<file path="src/rtl/trace_show_pkg.sv">
package trace_show_pkg;
  typedef enum logic [1:0] {
    KIND_NONE = 2'b00,
    KIND_ADDR = 2'b01,
    KIND_FULL = 2'b10
  } bus_kind_e;

  localparam logic [1:0] MODE_ALL    = 2'b00;
  localparam logic [1:0] MODE_MARKED = 2'b01;
endpackage

</file>
<file path="src/rtl/tsc_resync_track.sv">
module tsc_resync_track (
  input  logic clk,
  input  logic rst,
  input  logic vsync_lvl,
  input  logic accept,
  output logic pend_o,
  output logic edge_o
);
  logic vs_q;
  logic pend_q;

  assign edge_o = vsync_lvl ^ vs_q;
  assign pend_o = pend_q;

  always_ff @(posedge clk) begin
    if (rst) begin
      vs_q   <= 1'b0;
      pend_q <= 1'b0;
    end else begin
      vs_q <= vsync_lvl;
      if (edge_o)      pend_q <= 1'b1;
      else if (accept) pend_q <= 1'b0;
    end
  end

  // any edge arms the resync
  a_r4_edge_arms: assert property (@(posedge clk) disable iff (rst)
    (vsync_lvl != vs_q) |=> pend_q);
  // edge with acceptance keeps flag for following fetch
  a_r5_edge_accept_keeps: assert property (@(posedge clk) disable iff (rst)
    (accept && (vsync_lvl != vs_q)) |=> pend_q);
  // acceptance without edge consumes flag
  a_r4_accept_clears: assert property (@(posedge clk) disable iff (rst)
    (accept && (vsync_lvl == vs_q)) |=> !pend_q);
endmodule

</file>
<file path="src/rtl/tsc_classify.sv">
module tsc_classify
  import trace_show_pkg::*;
(
  input  logic       indirect,
  input  logic       int_hit,
  input  logic       resync,
  input  logic       vsync_lvl,
  input  logic [1:0] show_mode,
  output logic       attr,
  output bus_kind_e  kind
);
  logic marked;
  logic shown;

  always_comb begin
    marked = indirect | resync;
    shown  = resync
           | (show_mode == MODE_ALL)
           | (marked & ((show_mode == MODE_MARKED) | vsync_lvl));
    attr   = marked & shown;
    if (!int_hit)   kind = KIND_FULL;
    else if (shown) kind = KIND_ADDR;
    else            kind = KIND_NONE;
  end
endmodule

</file>
<file path="src/rtl/tsc_out_slice.sv">
module tsc_out_slice
  import trace_show_pkg::*;
#(
  parameter int ADDR_W = 32
) (
  input  logic              clk,
  input  logic              rst,
  input  logic              load,
  input  logic              take,
  input  logic [ADDR_W-1:0] addr_i,
  input  logic              attr_i,
  input  bus_kind_e         kind_i,
  input  logic              resync_i,
  output logic              valid_o,
  output logic [ADDR_W-1:0] addr_o,
  output logic              attr_o,
  output bus_kind_e         kind_o,
  output logic              resync_o
);
  always_ff @(posedge clk) begin
    if (rst) begin
      valid_o  <= 1'b0;
      addr_o   <= '0;
      attr_o   <= 1'b0;
      kind_o   <= KIND_NONE;
      resync_o <= 1'b0;
    end else if (load) begin
      valid_o  <= 1'b1;
      addr_o   <= addr_i;
      attr_o   <= attr_i;
      kind_o   <= kind_i;
      resync_o <= resync_i;
    end else if (take) begin
      valid_o  <= 1'b0;
      attr_o   <= 1'b0;
      kind_o   <= KIND_NONE;
      resync_o <= 1'b0;
    end
  end

  // stalled result is held
  a_r10_hold: assert property (@(posedge clk) disable iff (rst)
    (valid_o && !take) |=> (valid_o && $stable(addr_o) && $stable(kind_o)
                            && $stable(attr_o) && $stable(resync_o)));
endmodule

</file>
<file path="src/rtl/trace_show_ctrl.sv">
module trace_show_ctrl
  import trace_show_pkg::*;
#(
  parameter int ADDR_W = 32
) (
  input  logic              clk,
  input  logic              rst,
  input  logic              fetch_valid,
  output logic              fetch_ready,
  input  logic [ADDR_W-1:0] fetch_addr,
  input  logic              fetch_indirect,
  input  logic              fetch_int_hit,
  input  logic              vsync_lvl,
  input  logic [1:0]        show_mode,
  output logic              out_valid,
  input  logic              bus_ready,
  output logic [ADDR_W-1:0] out_addr,
  output logic              out_attr,
  output logic [1:0]        out_kind,
  output logic              out_resync
);
  logic      accept;
  logic      pend;
  logic      vs_edge;
  logic      cls_attr;
  bus_kind_e cls_kind;
  bus_kind_e kind_q;

  assign fetch_ready = !out_valid || bus_ready;
  assign accept      = fetch_valid && fetch_ready;

  tsc_resync_track u_track (
    .clk(clk), .rst(rst), .vsync_lvl(vsync_lvl), .accept(accept),
    .pend_o(pend), .edge_o(vs_edge)
  );

  tsc_classify u_cls (
    .indirect(fetch_indirect), .int_hit(fetch_int_hit), .resync(pend),
    .vsync_lvl(vsync_lvl), .show_mode(show_mode),
    .attr(cls_attr), .kind(cls_kind)
  );

  tsc_out_slice #(.ADDR_W(ADDR_W)) u_out (
    .clk(clk), .rst(rst), .load(accept), .take(bus_ready),
    .addr_i(fetch_addr), .attr_i(cls_attr), .kind_i(cls_kind), .resync_i(pend),
    .valid_o(out_valid), .addr_o(out_addr), .attr_o(out_attr),
    .kind_o(kind_q), .resync_o(out_resync)
  );

  assign out_kind = kind_q;

  // illegal kind never produced
  a_r6_kind_legal: assert property (@(posedge clk) disable iff (rst)
    out_valid |-> (out_kind != 2'b11));
  // resync fetch is marked and shown
  a_r4_resync_shown: assert property (@(posedge clk) disable iff (rst)
    (out_valid && out_resync) |-> (out_attr && out_kind != 2'b00));
  // a hidden cycle never carries the attribute
  a_r6_none_noattr: assert property (@(posedge clk) disable iff (rst)
    (out_valid && out_kind == 2'b00) |-> !out_attr);
  // idle output after reset is clear
  a_r11_idle_clear: assert property (@(posedge clk) disable iff (rst)
    !out_valid |-> (!out_attr && out_kind == 2'b00));
endmodule

</file>
<file path="config.mk">
export PLATFORM = sky130hd
export DESIGN_NAME = trace_show_ctrl
export DESIGN_NICKNAME = d
export VERILOG_FILES = /design/src/rtl/trace_show_pkg.sv /design/src/rtl/tsc_resync_track.sv /design/src/rtl/tsc_classify.sv /design/src/rtl/tsc_out_slice.sv /design/src/rtl/trace_show_ctrl.sv
export SDC_FILE = /design/constraint.sdc
export NUM_CORES = 1
export LEC_CHECK = 0
export ABC_AREA = 1
export BUFFER_PORTS_ARGS = -buffer_cell sky130_fd_sc_hd__buf_2
export CORE_ASPECT_RATIO = 0.75
export CORE_MARGIN = 2
export CORE_UTILIZATION = 46
export DETAILED_ROUTE_END_ITERATION = 10
export PLACE_DENSITY = 0.82
export SLEW_MARGIN = 20
export SYNTH_ARGS = -nofsm -noshare
export SYNTH_HDL_FRONTEND = slang
export SYNTH_SLANG_ARGS = --single-unit
export TNS_END_PERCENT = 50
</file>
<file path="constraint.sdc">
create_clock -name clk -period 3.5 [get_ports clk]
set_clock_uncertainty 0.2 [all_clocks]
set_input_delay 0 -clock clk [delete_from_list [all_inputs] [get_ports clk]]
set_output_delay 0 -clock clk [all_outputs]
set_load 0.05 [all_outputs]
</file>
==> results.json <==
{
  "run_status": "complete, no violations",
  "final-hold-violation-count": 0,
  "postRouteAntennaNets": 0,
  "clk-insertion-delay-late_ns": 0.28,
  "cts_buffers": 5,
  "cts-htree-levels": 2,
  "post_cts_resized": 0,
  "globalplace.congestion": 0.753,
  "synthAdderAreaFrac_pct": 0,
  "final_core_util_pct": 78.8,
  "path_cells": "dlygate4sd3_1, buf_2, nand2_1, nand3_1, dlygate4sd3_1, nand2_1, dlygate4sd3_1, nor2_1, dlygate4sd3_1, nor2_1, nor2_1",
  "vias": 1605,
  "slew_headroom_pct": 72.6,
  "yosysUniqueCellTypes": 17,
  "clockBufferDepth": 2,
  "yosys_warnings": 0,
  "grt_pass1_wl_mm": 6.37,
  "synthMuxAreaShare_pct": 0,
  "peakVddDrop_uv": 353,
  "grt_pass1_vias": 1515,
  "drive_gt1_share_pct": 29.8,
  "setup_ws_ns": 0.740,
  "drc": 0,
  "synth_xor_area_share_pct": 0.611,
  "yosys.area_share.simple_pct": 24.7,
  "die_h_um": 52.3,
  "cts_tree": "yes",
  "clk_pin_slew_ns": 0.07,
  "ctsHoldBuffers": 43,
  "period_minus_slack_ns": 2.76,
  "nets": 342,
  "seqCellArea_um2": 781,
  "die_x_um": 68.4,
  "slew_viol_final": 0,
  "holdCritPathClass": "reg -> reg",
  "n_antenna_cell": 0,
  "initial_core_util_pct": 48.5,
  "synth_common_cells": "nor2_1, dfxtp_1, o21ai_0",
  "num_rows": 17,
  "cap_violations": 0,
  "rsz0062_at_grt": "false",
  "numPortBuffers": 78,
  "synthTopCellsByArea": "dfxtp_1, nor2_1, o21ai_0",
  "dp_hpwl_mm": 2.11,
  "synth_top_area_share_pct": 54.5,
  "synth_top_family_by_area": "simple AND/OR/NAND/NOR gates",
  "cp-end-kind": "flop",
  "clockRootBuffer": "clkbuf_8",
  "crit_top_cell": "dlygate4sd3_1",
  "fillers": 198,
  "synthArstFlopShare_pct": 0,
  "design_area_um2": 2330,
  "avgRoutedWirePerCell_um": 11.8,
  "power.leakage_nw": 1.17,
  "synth_area_leader_cell": "dfxtp_1",
  "drt_iter0_markers": 82,
  "via_per_inst": 4.72,
  "netlist_instances": 182,
  "synth-edff-count": 0,
  "setup_violations": 0,
  "syn_avg_cell_area_um2": 7.87,
  "synth_compound_area_share_pct": 12.6,
  "min_period_over_period_pct": 78.9,
  "synthMostInstantiatedCell": "nor2_1",
  "coreArea_um2": 2960,
  "cts.sinks": 39,
  "syn_area_um2": 1430,
  "syn_nets": 223,
  "synth_ff_type": "dfxtp_1",
  "crit_arrival_ns": 2.73,
  "pre_cts_ws_ns": 2.03,
  "grt_max_degree": 37,
  "dpl_cell_area_um2": 1800,
  "post_cts_buffers": 0,
  "first_pass_iters": 4,
  "cp-start-kind": "input pin",
  "path_max_fanout": 3,
  "power_density_nw_per_um2": 474,
  "tightest_slew_ns": 0.411,
  "tns_ns": 0,
  "wl_mm": 4.01,
  "ys_ff_latch": 39,
  "io_pins": 79,
  "track_usage_pct": 24.4,
  "die-area_um2": 3580,
  "antenna_found_initial": 0,
  "worstPathRequired_ns": 3.47,
  "clock.fmax_mhz": 362,
  "overflow": 0,
  "area_growth_pct": 62.5,
  "slowest_delay_ns": 0.55,
  "yosysSeqAreaShare_pct": 54.5,
  "multi_input_area_um2": 543,
  "critical_path_class": "in -> reg",
  "crit_slowest_cell": "dlygate4sd3_1"
}
-- cells by family (layout without fill, tap and decap cells) --
kind of cell,after synthesis,in the layout
AND/OR/NAND/NOR,88,88
buffers and inverters,18,138
XOR/XNOR,1,1
AO/OA/AOI/OAI,36,36
flip-flops,39,39
-- power breakdown --
part | total (mW) | switching (mW) | internal [mW]
Combinational | 0.284 | 0.189 | 0.0949
Clock | 0.326 | 0.146 | 0.180
Sequential | 0.495 | 0.0174 | 0.477
-- placed cells by master, fill, tap and decap left out, drive strengths merged, types with 3 or more instances in the layout --
| master | n |
|---|---|
| dlygate4sd3 | 43 |
| clkbuf | 8 |
| buf | 78 |
| o21ai | 33 |
| nand3 | 5 |
| nand2 | 9 |
| dfxtp | 39 |
| inv | 9 |
| nor2 | 73 |
| a21oi | 3 |
-- flip-flops by register name, summed over array words and instances (netlist names) --
register	flops
u_track.vs_q	1
u_out.valid_o	1
u_track.pend_o	1
u_out.kind_o	2
u_out.addr_o	32
u_out.attr_o	1
u_out.resync_o	1
-- through the flow --
step	instances	hold WS, ns	total power, mW
after CTS	340	0.283	1.10
final	340	0.281	1.10
after global placement	289	0.0371	0.741
after floorplan	182	-0.131	0.686
after detailed placement	289	0.0446	0.744
after global routing	340	0.307	1.16
-- path summary, 6_finish.rpt --
path	start	endpoint	slack, ns	cells past startpoint
hold reg to reg	u_out.addr_o[24]$_SDFFE_PP0P_	u_out.addr_o[24]$_SDFFE_PP0P_	0.28	2
setup / recovery	vsync_lvl	u_out.attr_o$_SDFFE_PP0P_	0.74	11
hold / removal	u_out.addr_o[24]$_SDFFE_PP0P_	u_out.addr_o[24]$_SDFFE_PP0P_	0.28	2
setup reg to reg	u_track.pend_o$_SDFFE_PP0P_	u_out.attr_o$_SDFFE_PP0P_	0.76	9
-- area by class of cell --
cell class | count | share of cell area [%]
clock buffers | 8 | 4.30
inverters | 9 | 1.56
multi-input cells | 125 | 23.3
flip-flops and latches | 39 | 33.5
well taps | 38 | 2.04
repair buffers | 121 | 35.2
-- routing by layer --
layer | global-route usage, % | part of all wire (%) | vias up
met4 | 7.00 | 1.3 | 0
met1 | 26.0 | 38 | 710
met3 | 9.68 | 8.5 | 6
li1 | - | - | 813
met5 | 0 | 0 | -
met2 | 44.1 | 52 | 76
-- worst max-delay path, delay by kind of cell --
family,cells,cell delay (ns)
buf+inv,5,2.32
simple gates,6,0.42
Note: power is estimated with default switching activity, not from simulation.
